--- src/rtl/rstgen_pkg.sv ---
package rstgen_pkg;
  localparam int unsigned LINES_PER_WORD = 32;
  localparam int unsigned WORD_STRIDE    = 4;
endpackage

--- src/rtl/rstgen_regif.sv ---
module rstgen_regif
  import rstgen_pkg::*;
#(
  parameter int unsigned NUM_WORDS = 2,
  parameter int unsigned ADDR_W    = 12,
  parameter int unsigned CTRL_BASE = 'h100,
  parameter int unsigned STAT_BASE = 'h150
) (
  input  logic                                clk,
  input  logic                                rst,
  input  logic [ADDR_W-1:0]                   addr,
  input  logic                                wr_en,
  input  logic [NUM_WORDS*LINES_PER_WORD-1:0] line_state,
  output logic [NUM_WORDS-1:0]                wr_stb,
  output logic [LINES_PER_WORD-1:0]           rd_data
);
  logic [NUM_WORDS-1:0]      ctrl_hit;
  logic [NUM_WORDS-1:0]      stat_hit;
  logic [LINES_PER_WORD-1:0] rd_next;

  for (genvar w = 0; w < NUM_WORDS; w++) begin : g_dec
    localparam logic [ADDR_W-1:0] CTRL_ADDR = ADDR_W'(CTRL_BASE + WORD_STRIDE * w);
    localparam logic [ADDR_W-1:0] STAT_ADDR = ADDR_W'(STAT_BASE + WORD_STRIDE * w);
    assign ctrl_hit[w] = (addr == CTRL_ADDR);
    assign stat_hit[w] = (addr == STAT_ADDR);
    assign wr_stb[w]   = wr_en && ctrl_hit[w];
  end

  always_comb begin
    rd_next = '0;
    for (int w = 0; w < NUM_WORDS; w++) begin
      if (ctrl_hit[w]) rd_next = line_state[w*LINES_PER_WORD +: LINES_PER_WORD];
      if (stat_hit[w]) rd_next = ~line_state[w*LINES_PER_WORD +: LINES_PER_WORD];
    end
  end

  always_ff @(posedge clk) begin
    if (rst) rd_data <= '0;
    else     rd_data <= rd_next;
  end

  // an address outside the map returns zero
  a_r8_unmapped_zero: assert property (@(posedge clk) disable iff (rst)
    (ctrl_hit == '0 && stat_hit == '0) |=> rd_data == '0);
  // at most one control word is addressed at a time
  a_r2_single_strobe: assert property (@(posedge clk) disable iff (rst)
    $onehot0(wr_stb));
endmodule

--- src/rtl/rstgen_line.sv ---
module rstgen_line #(
  parameter int unsigned PULSE_CYCLES = 16,
  parameter bit          HELD         = 1'b0
) (
  input  logic clk,
  input  logic rst,
  input  logic clr,
  input  logic wr_stb,
  input  logic wr_bit,
  output logic active
);
  logic active_q;
  assign active = active_q;

  if (HELD) begin : g_held
    always_ff @(posedge clk) begin
      if (rst || clr)  active_q <= 1'b0;
      else if (wr_stb) active_q <= wr_bit;
    end

    // a held line stays up while its word is not written
    a_r7_hold: assert property (@(posedge clk) disable iff (rst)
      (!wr_stb && !clr && active_q) |=> active_q);
    // a write to its word sets the held level
    a_r7_follow: assert property (@(posedge clk) disable iff (rst)
      (wr_stb && !clr) |=> (active_q == $past(wr_bit)));
  end else begin : g_pulse
    localparam int unsigned CW = $clog2(PULSE_CYCLES + 1);
    logic [CW-1:0] left_q;
    logic [CW:0]   run_q;
    logic          start;
    assign start = wr_stb && wr_bit;

    always_ff @(posedge clk) begin
      if (rst || clr) begin
        active_q <= 1'b0;
        left_q   <= '0;
      end else if (start) begin
        active_q <= 1'b1;
        left_q   <= CW'(PULSE_CYCLES - 1);
      end else if (left_q != '0) begin
        left_q   <= left_q - 1'b1;
      end else begin
        active_q <= 1'b0;
      end
    end

    // checker: cycles since the latest start
    always_ff @(posedge clk) begin
      if (rst || clr)    run_q <= '0;
      else if (start)    run_q <= (CW+1)'(1);
      else if (active_q) run_q <= run_q + 1'b1;
      else               run_q <= '0;
    end

    // a start raises the line at the write edge
    a_r4_start: assert property (@(posedge clk) disable iff (rst)
      (start && !clr) |=> active_q);
    // the line is never high longer than the pulse length
    a_r4_max_len: assert property (@(posedge clk) disable iff (rst)
      active_q |-> (run_q >= 1 && run_q <= (CW+1)'(PULSE_CYCLES)));
    // a zero write does not cut a running pulse short
    a_r6_zero_ignored: assert property (@(posedge clk) disable iff (rst)
      (wr_stb && !wr_bit && !clr && active_q && left_q != '0) |=> active_q);
  end

  // a system clear drops the line at the next edge
  a_r9_clear: assert property (@(posedge clk) disable iff (rst)
    clr |=> !active_q);
endmodule

--- src/rtl/rstgen_unit.sv ---
module rstgen_unit
  import rstgen_pkg::*;
#(
  parameter int unsigned NUM_LINES    = 64,
  parameter int unsigned PULSE_CYCLES = 16,
  parameter int unsigned ADDR_W       = 12,
  parameter int unsigned CTRL_BASE    = 'h100,
  parameter int unsigned STAT_BASE    = 'h150,
  parameter int unsigned HELD_LO      = 12,
  parameter int unsigned HELD_HI      = 56,
  parameter int unsigned SYS_LINE     = 0
) (
  input  logic                      clk,
  input  logic                      rst,
  input  logic [ADDR_W-1:0]         bus_addr,
  input  logic                      bus_wr_en,
  input  logic [LINES_PER_WORD-1:0] bus_wr_data,
  output logic [LINES_PER_WORD-1:0] bus_rd_data,
  output logic [NUM_LINES-1:0]      rst_out
);
  localparam int unsigned NUM_WORDS = NUM_LINES / LINES_PER_WORD;
  localparam int unsigned SYS_WORD  = SYS_LINE / LINES_PER_WORD;
  localparam int unsigned SYS_BIT   = SYS_LINE % LINES_PER_WORD;

  logic [NUM_WORDS-1:0] wr_stb;
  logic [NUM_LINES-1:0] line_state;
  logic                 sys_active;
  logic                 sys_start;

  assign sys_active = line_state[SYS_LINE];
  assign sys_start  = wr_stb[SYS_WORD] && bus_wr_data[SYS_BIT] && !sys_active;
  assign rst_out    = line_state;

  rstgen_regif #(
    .NUM_WORDS (NUM_WORDS),
    .ADDR_W    (ADDR_W),
    .CTRL_BASE (CTRL_BASE),
    .STAT_BASE (STAT_BASE)
  ) u_regif (
    .clk        (clk),
    .rst        (rst),
    .addr       (bus_addr),
    .wr_en      (bus_wr_en),
    .line_state (line_state),
    .wr_stb     (wr_stb),
    .rd_data    (bus_rd_data)
  );

  for (genvar n = 0; n < NUM_LINES; n++) begin : g_line
    localparam bit IS_HELD = (n == HELD_LO) || (n == HELD_HI);
    localparam bit IS_SYS  = (n == SYS_LINE);
    logic line_clr;
    logic line_stb;
    if (IS_SYS) begin : g_sys
      assign line_clr = 1'b0;
      assign line_stb = wr_stb[n / LINES_PER_WORD] && !sys_active;
    end else begin : g_other
      assign line_clr = sys_active || sys_start;
      assign line_stb = wr_stb[n / LINES_PER_WORD];
    end
    rstgen_line #(
      .PULSE_CYCLES (PULSE_CYCLES),
      .HELD         (IS_HELD && !IS_SYS)
    ) u_line (
      .clk    (clk),
      .rst    (rst),
      .clr    (line_clr),
      .wr_stb (line_stb),
      .wr_bit (bus_wr_data[n % LINES_PER_WORD]),
      .active (line_state[n])
    );
  end

  // while the system line is up no other line is up
  a_r9_sys_exclusive: assert property (@(posedge clk) disable iff (rst)
    rst_out[SYS_LINE] |-> $countones(rst_out) == 1);
  // a status read returns the inverted first word of line states
  a_r3_status_read: assert property (@(posedge clk) disable iff (rst)
    ($past(!rst) && $past(bus_addr) == ADDR_W'(STAT_BASE)) |->
      bus_rd_data == ~$past(rst_out[LINES_PER_WORD-1:0]));
  // a control read returns the first word of line states
  a_r10_ctrl_read: assert property (@(posedge clk) disable iff (rst)
    ($past(!rst) && $past(bus_addr) == ADDR_W'(CTRL_BASE)) |->
      bus_rd_data == $past(rst_out[LINES_PER_WORD-1:0]));
endmodule

--- config.mk ---
export PLATFORM = sky130hd
export DESIGN_NAME = rstgen_unit
export DESIGN_NICKNAME = d
export VERILOG_FILES = /design/src/rtl/rstgen_pkg.sv /design/src/rtl/rstgen_regif.sv /design/src/rtl/rstgen_line.sv /design/src/rtl/rstgen_unit.sv
export SDC_FILE = /design/constraint.sdc
export NUM_CORES = 1
export LEC_CHECK = 0
export BUFFER_PORTS_ARGS = -buffer_cell sky130_fd_sc_hd__clkbuf_2
export CORE_MARGIN = 2
export CORE_UTILIZATION = 60
export DETAILED_ROUTE_END_ITERATION = 8
export PLACE_DENSITY = 0.91
export SKIP_LAST_GASP = 1
export SYNTH_ARGS = -nofsm -noshare
export SYNTH_HDL_FRONTEND = slang
export SYNTH_HIERARCHICAL = 1
export SYNTH_SLANG_ARGS = --single-unit
--- constraint.sdc ---
create_clock -name clk -period 5.3 [get_ports clk]
set_clock_uncertainty 0.1 [all_clocks]
set_input_delay 0.265 -clock clk [delete_from_list [all_inputs] [get_ports clk]]
set_output_delay 0.265 -clock clk [all_outputs]
set_load 0.01 [all_outputs]
# Yosys cells after proc, flatten, opt, wreduce, memory -nomap -nowiden
# Index checks and enable logic that the tools add are counted.
# op_classes
add_sub_neg,62
mux,252
reduce_logical,256
n_eq_ne,66
n_bitwise,2
# op_table
operator,count
2-to-1 mux 4 bit,124
nonzero test 5 bit,62
"subtractor 5 x 1 -> 5 bit, second input constant",62
2-to-1 mux 32 bit,4
2-to-1 mux 1 bit,124
"!= test 2 x 1 -> 1 bit, second input constant",62
nonzero test 2 bit,62
OR reduction 2 bit,62
logical AND 1 bit,67
NOT 32 bit,2
"equality test 12 x 9 -> 1 bit, second input constant",4
logical OR 1 bit,2
zero test 1 bit,1
# totals
input_bits,47
regBits,406
out_inout_bits,96
wordCells,827

# Depth between registers and ports, before layout
# logic_depth
ltp_word,7
depth_mapped,10
depth_no_buf,8

# Hierarchy
# The synthesis kept the hierarchy.
# modules_own_cells
mod,area_each_um2,n_inst,seq_area_each_um2,cells_each
rstgen_line (g_line[0].u_line ...),319.1,61,120.1,32
rstgen_regif,2023.2,1,640.6,196
rstgen_line (g_line[9].u_line),289.0,1,120.1,31
rstgen_line (g_line[12].u_line ...),40.0,2,20.0,3
rstgen_unit,25.0,1,0.0,4

# Worst setup path after synthesis
# No wires, ideal clock.
# synth_timing
path_kind,input to register
start,input port bus_addr[5]
end,register g_line[10].u_line.g_pulse.left_q[4]
setup_ns,0.117
required_time_ns,5.083
path_buffers,3
path_slack_ns,0.699
cell_stages,10
arrival_ns,4.384
cell_sequence,or4_4 -> buf_6 -> clkbuf_1 -> nor2_1 -> nand2_1 -> nor3_1 -> a21o_1 -> or2_1 -> buf_1 -> and4b_1
# synth_via
elab_chain_cells,7
elab_cells_between_ends,8
cone_classes,1 x eq/ne; 7 x reduce/logical
# synth_rtl
item,line_no,rtl
"start, declared",rstgen_unit.sv:15,"input logic [ADDR_W-1:0] bus_addr,"
equality test 12 x 9 -> 1 bit,rstgen_regif.sv:24,assign ctrl_hit[w] = (addr == CTRL_ADDR);
logical AND 1 bit,rstgen_regif.sv:26,assign wr_stb[w] = wr_en && ctrl_hit[w];
net wr_stb[0],rstgen_unit.sv:25,logic [NUM_WORDS-1:0] wr_stb;
logical AND 1 bit (2 in a row),rstgen_unit.sv:31,assign sys_start = wr_stb[SYS_WORD] && bus_wr_data[SYS_BIT] && !sys_active;
logical OR 1 bit,rstgen_unit.sv:58,assign line_clr = sys_active || sys_start;
net g_line[10].line_clr,rstgen_unit.sv:52,logic line_clr;
logical OR 1 bit,rstgen_line.sv:35,if (rst || clr) begin
OR reduction 2 bit (no source line),--,
"end signal, assigned",rstgen_line.sv:40,left_q <= CW'(PULSE_CYCLES - 1);
"end signal, assigned",rstgen_line.sv:42,left_q <= left_q - 1'b1;
"end, declared",rstgen_line.sv:29,logic [CW-1:0] left_q;
# The timed path passes the listed nets, and every way through them passes these cells.
# A chain may end at the register's enable or synchronous reset.

# Worst setup path after layout
# layout_timing
start,input port bus_addr[5]
end,register g_line[62].u_line.g_pulse.left_q[4]
# layout_via
elab_chain_cells,7
elab_cells_between_ends,10
cone_classes,2 x eq/ne; 8 x reduce/logical
# layout_rtl
item,line_no
equality test 12 x 9 -> 1 bit,rstgen_regif.sv:24
logical AND 1 bit,rstgen_regif.sv:26
net wr_stb[0],rstgen_unit.sv:25
logical AND 1 bit (2 in a row),rstgen_unit.sv:31
logical OR 1 bit,--
net g_line[10].line_clr,rstgen_unit.sv:52
logical OR 1 bit,rstgen_line.sv:35
OR reduction 2 bit (no source line),--
"end signal, assigned",rstgen_line.sv:40
"end signal, assigned",rstgen_line.sv:42
"end, declared",rstgen_line.sv:29
# The timed path passes the listed nets, and every way through them passes these cells.

==> summary.txt <==
Logic synthesis
  • Synth Area in Compound Gates: 13.6%
  • Yosys warning total: 6
  • Post-synth EDFFs: 0
  • Top_reg_cell synth: dfxtp_1
  • Mapped Cells: 2189
  • Synth Area in Simple Gates: 28.7%
  • Synth top area share: 37.1%
  • Main area contributors after synthesis: dfxtp_1 (37%), ha_1 (7.0%), nand2b_1 (6.2%)
  • Seq/Total Area, Yosys: 37.1%
  • Largest area contributor in the netlist: dfxtp_1
  • FFs w/ async S/R, synth: 0%
  • Syn Area/Cell: 10.0 um^2
  • Largest family of logic cells by synthesized area: simple AND/OR/NAND/NOR gates
  • Syn Nets: approximately 2400
  • Synth top cells by count: dfxtp_1 (406), nand2b_1 (216), nand2_1 (126)
  • Multiplexer share of the synthesized area: under 10%
  • Synthesis-stage register bit count: 406
  • Area of the mapped netlist: 0.0219 mm^2
  • Synth cell types: 40
  • Post-Synth XOR/XNOR Area: 4.92%
  • Adder-cell share of the synthesized area: 7.03%
  • Most common cell in the synthesized netlist: dfxtp_1

Pwr
  • VDD IR-drop max: approximately 350 uV
  • Static leakage: 9.46 nW
  • Power per cell area: 614 mW/mm^2

Critical path
  • Critical path endpoint category: register
  • Worst path required time: roughly 5600 ps
  • Crit Path Class: input port to register
  • Startpoint types: input port
  • Arrival time worst endpoint: 3470 ps
  • CP Max Fanout: 45

STA
  • RSZ-0062 raised after global routing: no
  • Max Clk Rate: roughly 0.32 GHz
  • Setup WS post-layout: 2150 ps
  • Worst-Margin Slew: 1190 ps
  • Setup Viol. Count Final: 0
  • Fin Hold WS: between 30 and 40 ps
  • Endpoints failing hold: 0
  • Max-slew violations: 0
  • Max_slew headroom: 20.2%
  • Setup TNS: 0 ps
  • Final Cycle Share: 59.4%
  • Final Critical Period: approximately 3100 ps

Final layout
  • FILL cells: 2659
  • Share of cells above drive strength 1: 19.5%
  • Synth-to-layout area growth: 8.37%
  • Final #Nets: 2407

Place
  • Dpl hpwl: around 33000 um
  • Routability cong.: 0.820
  • Pre-CTS setup slack: between 1500 and 2000 ps
  • Buffers on Ports: 142

Worst hold path
  • Hold WC Path Type: input port to register

Floorplanning
  • Core Area: between 0.03 and 0.04 mm^2
  • FP Rows: between 60 and 70
  • Initial Util: between 60 and 70%
  • DIE AREA: 0.0380 mm^2
  • Die height: 195 um
  • Die Width: between 150 and 200 um
  • IO Pins: 143

Global route
  • Initial antenna violation count: 0
  • Vias in the first global route: 16709
  • Pin count of the biggest net entering global routing: 52
  • Total track usage: about a quarter
  • Remaining Overflow, GRT: 0
  • Global-route wire length before repair: between 80000 and 90000 um

Detailed routing
  • Drt initial violations: slightly above 800
  • Post-Route WL: between 40000 and 50000 um
  • Vias: between 15000 and 20000
  • DRC viols: 0
  • Post-DR wirelength/cell: between 15 and 20 um
  • DRT Pass-1 Iters: 7
  • Vias per inst: approximately 6
  • Post-DRT Antenna Nets: 0

Flow run
  • Max Cap Viol: 0

Clock network
  • Clock transition at path regs: 60 ps
  • Clock sink count: 406
  • CTS Buf Count: 43
  • Root Buffer Master: clkbuf_16
  • CTS H-tree lvls: 2
  • # hold bufs at CTS: 2
  • Clk buf depth: 3
  • Worst skew pair latency: 540 ps
  • Post-cts resize count: 0
  • Setup Buffers After CTS: 0
  • TritonCTS clock tree: done

Outcome
  • Status: complete, no violations
[cell families after synthesis]
kind of cell               after synthesis
and+or+nand+nor                        853
DFF                                    406
other                                    1
adders and majority gates              123
xor gates and xnor gates               123
buffers and inverters                  273
muxes                                   34
AOI/OAI and AO/OA                      376
[cells in the final DEF (no fill, tap or decap), types with 2 or more instances in the layout]
cell and instances:
nor3_1 62, clkinv_2 4, xor2_1 61, nor3_2 3, a21oi_1 124, nor3b_1 61, clkbuf_1 12, and4b_1 61
a311oi_2 62, a211oi_1 3, clkbuf_8 12, nor3b_2 62, or4b_1 2, bufinv_16 4, or2_1 62, buf_4 7
clkbuf_16 45, xnor2_1 62, a22oi_1 32, mux2i_1 34, nor2_1 2, ha_1 123, a211oi_2 30, nand2b_1 216
clkbuf_2 141, inv_1 124, dlygate4sd3_1 2, nand2_1 126, nand3b_1 124, dfxtp_1 406, a31oi_1 124, or4b_4 61
nor2_4 2
[final timing paths]
check / cells after the start / end / slack, ps / startpoint
worst max-delay path: 9 / g_line[62].u_line/g_pulse.left_q[4]$_SDFFE_PP0P_ / 2150 / bus_addr[5]
worst min-delay path: 3 / g_line[47].u_line/g_pulse.left_q[0]$_SDFFE_PP0P_ / 40 / bus_wr_data[15]
worst max register to register: 4 / g_line[62].u_line/g_pulse.left_q[4]$_SDFFE_PP0P_ / 2880 / g_line[0].u_line/active$_SDFFE_PP0P_
worst min register to register: 2 / g_line[9].u_line/g_pulse.left_q[4]$_SDFFE_PP0P_ / 360 / g_line[9].u_line/g_pulse.left_q[4]$_SDFFE_PP0P_
[per-stage QoR]
step | utilization (%) | area (um^2) | cells | total power, mW
floorplan | - | 21900 | 2189 | 10.9
global placement | 62.1 | 22200 | 2651 | 10.8
detailed placement | 62.1 | 22200 | 2651 | 11.3
CTS | 66.3 | 23700 | 2731 | 14.6
global route | 66.3 | 23700 | 2731 | 15.5
finish | 66.3 | 23700 | 2732 | 14.6
[worst max-delay path, cell delays in order]
cell and delay [ps]:
clkbuf_2 90, or4_4 830, nor2_1 190, nand2_1 130, nor3_2 210, a21o_2 810
buf_4 410, or2_1 280, and4b_1 220
[state kept, by name, summed over array words and instances, names as in the netlist]
signal / count
g_line.u_line/active: 64
g_line.u_line/g_pulse.left_q: 310
u_regif/rd_data: 32
[power breakdown]
| group | total [mW] | switching [mW] | internal [mW] |
|---|---|---|---|
| Clock | 3.13 | 1.21 | 1.92 |
| Sequential | 4.99 | 0.949 | 4.04 |
| Combinational | 6.45 | 3.06 | 3.39 |
[final cells by class]
cell class | instances | area, um^2 | area share, %
inverters | 125 | 469 | 1.98
clock inverters | 9 | 148 | 0.623
multi-input cells | 1510 | 12300 | 51.7
well taps | 461 | 577 | 2.43
repair buffers | 151 | 798 | 3.37
flip-flops and latches | 406 | 8130 | 34.3
clock buffers | 69 | 1340 | 5.64
diodes | 1 | 2.50 | 0.0106
[per-layer routing]
metal	part of all wire [%]	vias to the layer above	GRT usage [%]
li1	-	7876	-
met1	42	7996	31.1
met2	49	440	44.5
met3	5.3	123	3.75
met4	3.5	0	10.1
met5	0	-	0
Power figures use the tool's default switching activity.
